File: src/rtl/bus_yield_pkg.sv
package bus_yield_pkg;
  // strobes from the control to the output stage
  typedef struct packed {
    logic grant;   // bus currently lent to the outside master
    logic inReset; // processor held in reset
  } yieldStb_t;
endpackage

File: src/rtl/bus_req_sync.sv
module bus_req_sync #(
  parameter int STAGES = 2
) (
  input  logic clk,
  input  logic rstN,
  input  logic reqN,
  output logic reqSync
);
  localparam int LAST = STAGES - 1;
  logic [LAST:0] chain;

  always_ff @(posedge clk or negedge rstN) begin
    if (!rstN) chain[0] <= 1'b0;
    else       chain[0] <= ~reqN;
  end

  for (genvar i = 1; i < STAGES; i++) begin : g_stage
    always_ff @(posedge clk or negedge rstN) begin
      if (!rstN) chain[i] <= 1'b0;
      else       chain[i] <= chain[i-1];
    end
  end

  assign reqSync = chain[LAST];
endmodule

File: src/rtl/bus_yield_ctrl.sv
module bus_yield_ctrl
  import bus_yield_pkg::*;
(
  input  logic      clk,
  input  logic      rstN,
  input  logic      reqSync,
  input  logic      accReq,
  input  logic      accDone,
  input  logic      procReset,
  output logic      accStart,
  output yieldStb_t stb
);
  logic grantQ;
  logic busyQ;

  // the request wins over a new access; nothing starts while lent out
  assign accStart = accReq && !grantQ && !reqSync && !busyQ && !procReset;

  always_ff @(posedge clk or negedge rstN) begin
    if (!rstN) begin
      busyQ <= 1'b0;
    end else if (busyQ) begin
      busyQ <= !accDone;
    end else begin
      busyQ <= accStart;
    end
  end

  always_ff @(posedge clk or negedge rstN) begin
    if (!rstN) grantQ <= 1'b0;
    else       grantQ <= reqSync && !busyQ;
  end

  assign stb.grant   = grantQ;
  assign stb.inReset = procReset;

  // grant and an access in progress never overlap
  a_r4_no_overlap: assert property (@(posedge clk) disable iff (!rstN)
    !(grantQ && busyQ));

  // a grant only rises after a cycle with no access in progress
  a_r4_grant_after_idle: assert property (@(posedge clk) disable iff (!rstN)
    $rose(grantQ) |-> !$past(busyQ));

  // no access begins while granted
  a_r6_no_start_granted: assert property (@(posedge clk) disable iff (!rstN)
    grantQ |-> !accStart);

  // an idle synchronized request is granted one cycle later
  a_r2_grant_follows: assert property (@(posedge clk) disable iff (!rstN)
    (reqSync && !busyQ) |=> grantQ);

  // a dropped request removes the grant one cycle later
  a_r10_release: assert property (@(posedge clk) disable iff (!rstN)
    !reqSync |=> !grantQ);
endmodule

File: src/rtl/bus_yield_out.sv
module bus_yield_out
  import bus_yield_pkg::*;
(
  input  yieldStb_t stb,
  input  logic      goMode,
  input  logic      coreReady,
  input  logic      accReq,
  output logic      drvEn,
  output logic      busGrantN,
  output logic      busGrantHungN,
  output logic      coreStall
);
  logic grantStall;

  assign grantStall    = stb.grant && (!goMode || accReq);
  assign coreStall     = stb.inReset || grantStall;
  assign drvEn         = !stb.grant;
  assign busGrantN     = !stb.grant;
  assign busGrantHungN = !(grantStall && coreReady && !stb.inReset);
endmodule

File: src/rtl/ext_bus_yield.sv
module ext_bus_yield
  import bus_yield_pkg::*;
#(
  parameter int SYNC_STAGES = 2
) (
  input  logic clk,
  input  logic rstN,
  input  logic busReqN,
  input  logic goMode,
  input  logic procReset,
  input  logic coreReady,
  input  logic accReq,
  input  logic accDone,
  output logic accStart,
  output logic drvEn,
  output logic busGrantN,
  output logic busGrantHungN,
  output logic coreStall
);
  logic      reqSync;
  yieldStb_t stb;

  bus_req_sync #(.STAGES(SYNC_STAGES)) u_sync (
    .clk     (clk),
    .rstN    (rstN),
    .reqN    (busReqN),
    .reqSync (reqSync)
  );

  bus_yield_ctrl u_ctrl (
    .clk       (clk),
    .rstN      (rstN),
    .reqSync   (reqSync),
    .accReq    (accReq),
    .accDone   (accDone),
    .procReset (procReset),
    .accStart  (accStart),
    .stb       (stb)
  );

  bus_yield_out u_out (
    .stb           (stb),
    .goMode        (goMode),
    .coreReady     (coreReady),
    .accReq        (accReq),
    .drvEn         (drvEn),
    .busGrantN     (busGrantN),
    .busGrantHungN (busGrantHungN),
    .coreStall     (coreStall)
  );

  // a hung indication implies a grant and a stall
  a_r9_hung_implies: assert property (@(posedge clk) disable iff (!rstN)
    !busGrantHungN |-> (!busGrantN && coreStall));

  // drivers are off exactly while granted
  a_r3_drv_grant: assert property (@(posedge clk) disable iff (!rstN)
    drvEn == busGrantN);

  // no access may start while the outputs are released
  a_r6_start_drivers: assert property (@(posedge clk) disable iff (!rstN)
    accStart |-> drvEn);
endmodule

File: config.mk
export PLATFORM = sky130hd
export DESIGN_NAME = ext_bus_yield
export DESIGN_NICKNAME = d
export VERILOG_FILES = /design/src/rtl/bus_yield_pkg.sv /design/src/rtl/bus_req_sync.sv /design/src/rtl/bus_yield_ctrl.sv /design/src/rtl/bus_yield_out.sv /design/src/rtl/ext_bus_yield.sv
export SDC_FILE = /design/constraint.sdc
export NUM_CORES = 1
export LEC_CHECK = 0
export BUFFER_PORTS_ARGS = -buffer_cell sky130_fd_sc_hd__buf_2
export CAP_MARGIN = 0
export CORE_AREA = 2 2 39 41
export DETAILED_ROUTE_END_ITERATION = 10
export DIE_AREA = 0 0 41 43
export GPL_ROUTABILITY_DRIVEN = 0
export HOLD_SLACK_MARGIN = 0.03
export REMOVE_ABC_BUFFERS = 1
export SKIP_LAST_GASP = 1
export SYNTH_ARGS = -nofsm -noshare
export SYNTH_HDL_FRONTEND = slang
export SYNTH_HIERARCHICAL = 1
export SYNTH_SLANG_ARGS = --single-unit
File: constraint.sdc
create_clock -name clk -period 1.08 [get_ports clk]
set_input_delay 0.054 -clock clk [delete_from_list [all_inputs] [get_ports clk]]
set_output_delay 0.054 -clock clk [all_outputs]
set_load 0.03 [all_outputs]
==> results, run 1 <==
- The largest vdd supply drop is 397 µV.
- The first-pass GRT wire length is 662 µm.
- The fraction of final layout cells sized beyond drive strength 1 is 63.6%.
- 0 antenna diodes ended up in the layout.
- The global-route total usage across every layer is 6.36%.
- The number of antenna violations at the first check in global routing is 0.
- The synthesized instance count is 17.
- The final worst hold slack is 0.0673 ns.
- The TritonCTS clock tree is done.
- Summed over all nets, the half-perimeter wirelength after detailed placement is 348 µm.
- The synthesis-stage register bit count is 4.
- The number of warnings reported in the yosys synthesis log is 6.
- Max-cap violations in this run came to 0.
- The critical path in this run is classified as flip-flop to output pin.
- The flow ran to the end, but the final reports show violations.
- A synthesized cell averages 12.3 µm².
- The share of the Yosys chip area taken by registers is 47.9%.
- With fillers left out, the area of the finished cells amounts to 347 µm².
- The critical path data required time is 1.03 ns.
- In this run the power density over the cells is 1310 nW/µm².
- The clock buffer count from CTS is 3.
- The number of rows in the core area is 14.
- The final routed DRC violation total is 0.
- Setup repair after global routing could not meet its margin everywhere.
- The die boundary height is 43 µm.
- Relative to the synthesized area, the layout overhead comes to 65.9%.
- The clock arrives with 0.00510 ns of skew.
- The smallest clock period supported by the final layout is computed as 1.18 ns.
- The via count of the first global-routing pass is 171.
- At the end of the flow, the number of nets in the layout was 43.
- CTS placed an instance of clkbuf_4 at the clock tree root.
- Summed over all cells, the static leakage comes to 0.179 nW.
- Entering global routing, the biggest net connects 5 pins.
- The core region is 1380 µm².
- Headroom to the max-slew limit came out at 85.4%.
- The wire length per cell is 8.63 µm.
- The violation count after the first detailed-routing iteration is 2.
- Counting distinct cell types in the post-synthesis netlist gives 10.
- The ratio of final minimum period to clock period is 109%.
- The finished layout holds 49 standard cells, fillers aside.
- For this run, the detailed router's first-pass iteration total came to 3.
- The total wire length after detailed routing is 423 µm.
- The filler cell count in the final layout is 150.
- In this run the remaining antenna-violating nets after routing total 0.
- For the pin with the worst max-slew slack, the measured transition is 0.217 ns.
- Once the floorplan was initialized, standard cells occupied 15.1% of the core.
- Once the clock tree was built, the setup fixing pass inserted 0 buffers.
- The tightest min-delay check is of the input pin to flip-flop type.
- Summed over all layers, the global routing overflow is 0.
- The longest clock path from root to sink contains 2 buffers.
- For this design the top-level I/O count stands at 13.
- Of all nets on the critical path, the largest fanout is 3.
- The kind of launch point of the worst setup path is a flip-flop.
- The number of pins with negative max-slew slack in the final report is 0.
- The final reports fail on setup timing.
- The ratio of routed vias to standard cells is 3.59.
- The element type at the critical path end is an output pin.
- The final setup violation count is 2.
- The clock latency reported for the late side of the worst-skew pair is 0.23 ns.
- The count of buffers inserted at the top-level ports is 12.
- CTS built an H-tree with a depth of 1.
- The data arrival time of the worst path is 1.12 ns.
- The final count of hold timing violations was 0.
- The floorplan step defined a die boundary enclosing 1760 µm².
- Summing all placed instances gives a cell area of 282 µm².
- The width of the die is 41 µm.
- The maximum frequency from static timing analysis is 850 MHz.
- The clock-pin transition on the worst setup and hold timing paths is 0.04 ns.
- The worst slack after detailed placement is 0.0846 ns.
- The number of sinks on the clock net is 4.
- The count of placed standard cells including taps is 44.
- The netlist area before placement is 209 µm².
- Summing over every cut layer, the via total after detailed routing is 176.
- The reg-to-reg setup timing slack is 0.17 ns.
- The worst path setup slack after routing is -0.0967 ns.
[Yosys cell counts (all sizes together)]
library cell  number  area (µm²)
o41ai              1        16.3
nor4               1        6.26
inv                2        7.51
nand2b             3        33.8
nand4b             1        8.76
dfrtp              4         100
buf                3        22.5
a21o               1        7.51
nor2b              1        6.26
[layout make-up]
class | count | area (µm²) | area share [%]
repair buffers | 16 | 111 | 32.1
well taps | 16 | 20.0 | 5.78
inverters | 2 | 7.51 | 2.17
multi-input cells | 8 | 85.1 | 24.5
clock buffers | 3 | 22.5 | 6.50
flip-flops and latches | 4 | 100 | 28.9
[worst paths after layout]
kind / depth (start not counted) / endpoint / startpoint
worst max-delay path: 2 / accStart / u_sync/reqSync
worst min-delay path: 2 / u_ctrl/busyQ / procReset
worst max register to register: 2 / u_ctrl/busyQ / u_ctrl/busyQ
worst min register to register: 0 / u_sync/reqSync / u_sync/chain[0]
max in group asynchronous: 2 / u_sync/reqSync / rstN
min in group asynchronous: 2 / u_ctrl/grantQ / rstN
[flip-flops by register name (all words and copies together) (netlist names)]
name            cells
u_ctrl/busyQ        1
u_ctrl/grantQ       1
u_sync/chain        1
u_sync/reqSync      1
[layer usage]
metal | up-vias | GRT usage, % | part of all wire [%]
met2 | 13 | 6.25 | 37
met3 | 0 | 6.28 | 19
met1 | 75 | 7.21 | 43
met5 | - | 0 | 0
met4 | 0 | 6.00 | 0
li1 | 88 | - | -
[power breakdown]
part	internal [mW]	leakage, nW	total [mW]	switching (mW)
Clock	0.124	0.0138	0.182	0.0582
Sequential	0.160	0.0488	0.166	0.00579
Combinational	0.0530	0.117	0.107	0.0538
Total	0.337	0.179	0.455	0.118
[cells in the final DEF, fill, tap and decap left out]
cell type and instances:
a21o_1 1, buf_2 7, buf_4 6, buf_6 1, clkbuf_4 3, dfrtp_1 4
dlygate4sd3_1 2, inv_1 2, nand2b_1 1, nand2b_4 2, nand4b_1 1, nor2b_1 1
nor4_2 1, o41ai_2 1
[logic make-up (layout without fill, tap and decap cells)]
kind of cell,count (synthesis),in the layout,share of synthesized area (%)
AND/OR/NAND/NOR,6,6,26.4
buffers and inverters,5,21,14.4
flip-flops,4,4,47.9
AO/OA/AOI/OAI,2,2,11.4
[per-stage QoR]
step | TNS (ns) | power, mW | utilization, %
final | -0.0978 | 0.455 | 25.0
after global routing | -0.214 | 0.494 | 25.0
after floorplan | -0.402 | 0.216 | -
after detailed placement | 0 | 0.258 | 20.3
after global placement | 0 | 0.257 | 20.3
after CTS | -0.124 | 0.462 | 24.5
[critical path, cell delays in order, from the launching register on]
cell and delay, ns:
dfrtp_1 0.40, nor4_2 0.29, buf_4 0.20
[timing repair]
action | 4_1_cts | 5_1_grt
resized for setup | 4 | 6
hold endpoints to repair | 5 | 0
setup endpoints to repair | 2 | 5
hold buffers | 2 | 0
(Power assumes the default switching activity.)
==> inputs of run 2 (changes only) <==
--- a/config.mk
+++ b/config.mk
@@ -12,9 +12,11 @@
 export DIE_AREA = 0 0 41 43
 export GPL_ROUTABILITY_DRIVEN = 0
 export HOLD_SLACK_MARGIN = 0.03
+export PLACE_DENSITY = 0.43
 export REMOVE_ABC_BUFFERS = 1
 export SKIP_LAST_GASP = 1
 export SYNTH_ARGS = -nofsm -noshare
 export SYNTH_HDL_FRONTEND = slang
 export SYNTH_HIERARCHICAL = 1
 export SYNTH_SLANG_ARGS = --single-unit
+export TNS_END_PERCENT = 10
==> results, run 2 (same netlist as run 1, synthesis figures left out) <==
- The flow ran to the end, but the final reports show violations.
- The checks that failed: setup timing.
- The total wire length after detailed routing was 429 µm (+1.4%).
- The placed instance area came to 267 µm² (-5.3%).
- The first-pass GRT wire length was 696 µm (+5.1%).
- The minimum clock period after layout is 1.13 ns (-0.0491 ns).
- The largest fanout of any net on the critical path is 2 (-1).
- The power after layout was 0.453 mW (-0.53%).
- The total power divided by cell area is 1300 nW/µm² (-0.89%).
- The final cell count without fillers is 51 (+4.1%).
- The width of the die came to 41 µm (unchanged).
- The starting density of the core is 15.1% (unchanged).
- The most common library cell in the layout ignoring fill and taps is buf_2.
- The worst clock skew is 0.00165 ns (-0.00345 ns).
- The H-tree depth is 1 (unchanged).
- CTS placed an instance of clkbuf_4 at the clock tree root.
- The path class of the tightest hold or removal check is input pin to flip-flop.
- The clock tree buffer depth is 2 (unchanged).
- The number of top-level pins is 13 (unchanged).
- The global-route total usage across every layer is 6.67% (+0.30 points).
- Among all stages on the critical path, the largest delay is contributed by dfrtp_1.
- The clock latency reported for the late side of the worst-skew pair is 0.23 ns (about the same).
- The total overflow reported by the global router is 0 (unchanged).
- The final worst hold slack is 0.0622 ns (-0.00507 ns).
- The ratio of final minimum period to clock period is 104% (-4.5 points).
- The worst slack after detailed placement is 0.0851 ns (+0.000480 ns).
- The count of TritonRoute iterations in the first routing pass came to 2 (-1).
- The setup path with the least slack is of type flip-flop to output pin.
- The count of placed standard cells including taps was 42 (-4.5%).
- The final setup violation count was 2 (unchanged).
- The element type at the critical path end is an output pin.
- The fraction of final layout cells sized beyond drive strength 1 is 65.7% (+2.1 points).
- The data arrival time of the worst path is 1.07 ns (-0.05 ns).
- The final routed DRC violation total is 0 (unchanged).
- The number of rows in the core area is 14 (unchanged).
- The largest vdd supply drop is 408 µV (+2.7%).
- The violation count after the first detailed-routing iteration is 2 (unchanged).
- The clock-pin transition on the worst setup and hold timing paths is 0.04 ns (about the same).
- The worst stage delay on the critical path is 0.37 ns (-0.03 ns).
- Traced cell by cell, the critical path runs through nand2b_4 -> nor4_2 -> buf_4.
- The total via count in the routed design is 189 (+7.4%).
- The count of nets left with antenna violations after detail routing is 0 (unchanged).
- The ratio of routed vias to standard cells came to 3.71 (+3.2%).
- The wire length per cell is 8.41 µm (-2.6%).
- Leaving out fill and tap cells, the most frequent cells in the layout are 11 x buf_2, 5 x buf_4, 4 x dfrtp_1, 3 x clkbuf_4.
- The final count of hold timing violations is 0 (unchanged).
- The count of buffers inserted at the top-level ports is 12 (unchanged).
- The worst path setup slack after routing came to -0.0476 ns (+0.0491 ns).
- The clock buffer count from CTS came to 3 (unchanged).
- The worst setup path is launched from a flip-flop.
- The via count of the first global-routing pass is 189 (+11%).
- The maximum number of pins on one net before global-route repair is 5 (unchanged).
- Setup repair after global routing could not meet its margin everywhere.
- The leakage power figure was 0.182 nW (+1.7%).
- The post-layout instance area is 348 µm² (+0.36%).
- The number of antenna violations at the first check in global routing is 0 (unchanged).
- The number of nets in the layout is 45 (+4.7%).
- The TritonCTS clock tree is done.
- The maximum frequency from static timing analysis is 887 MHz (+4.4%).
- The measured slew at the worst slew-check pin came to 0.212 ns (-0.00462 ns).
- The critical path data required time was 1.03 ns (about the same).
- The die boundary height came to 43 µm (unchanged).
- The number of sinks on the clock net was 4 (unchanged).
- The headroom to the max-slew limit is 85.7% (+0.27 points).
- From synthesis to final layout, the design area changed by 66.5%.
- The number of maximum-capacitance constraint violations came to 0 (unchanged).
- The area of the die is 1760 µm² (unchanged).
- The number of buffers and inverters on the critical path is 1 (unchanged).
- The placeable core area came to 1380 µm² (unchanged).
- The number of pins with negative max-slew slack in the final report is 0 (unchanged).
- The antenna diode count came to 0 (unchanged).
- The critical path's top delay family is flip-flops.
-- run 2: final timing paths --
| path | startpoint | to | slack [ns] | cells past startpoint |
|---|---|---|---|---|
| max in group asynchronous | rstN | u_sync/reqSync | 0.81 | 2 |
| min reg2reg | u_sync/chain[0] | u_sync/reqSync | 0.35 | 0 |
| max reg2reg | u_ctrl/grantQ | u_ctrl/busyQ | 0.15 | 3 |
| max | u_ctrl/grantQ | accStart | -0.05 | 3 |
| min in group asynchronous | rstN | u_ctrl/grantQ | 0.15 | 2 |
| min | procReset | u_ctrl/busyQ | 0.06 | 2 |
-- run 2: area by class of cell --
| cell class | count | area [µm²] |
|---|---|---|
| multi-input combinational | 8 | 85.1 |
| clock buffer | 3 | 22.5 |
| fill | 149 | 1040 |
| tap | 16 | 20.0 |
| sequential | 4 | 100 |
| inverter | 2 | 7.51 |
| timing repair buffer | 18 | 113 |
-- run 2: routing by layer --
layer | track usage, % | routed length (µm)
met2 | 10.0 | 191
met3 | 6.28 | 79
met1 | 5.25 | 158
met5 | 0 | 0
met4 | 4.00 | 0
-- run 2: per-stage QoR --
step                TNS [ns]  util [%]
floorplan             -0.402         -
global placement           0      19.3
detailed placement         0      19.3
CTS                   -0.106      25.1
global route          -0.299      25.1
finish               -0.0785      25.1
-- run 2: where the power goes --
group | internal (mW) | total (mW) | switching (mW)
Sequential | 0.160 | 0.165 | 0.00518
Clock | 0.124 | 0.183 | 0.0586
Combinational | 0.0507 | 0.105 | 0.0539
Total | 0.335 | 0.453 | 0.118
-- run 2: timing repair --
action / CTS / global route
gates cloned: 0 / 0
endpoints found under the hold margin: 5 / 0
resized for setup: 2 / 0
setup endpoints to repair: 1 / 5
hold buffers: 2 / 0
buffers inserted: 4 / 0
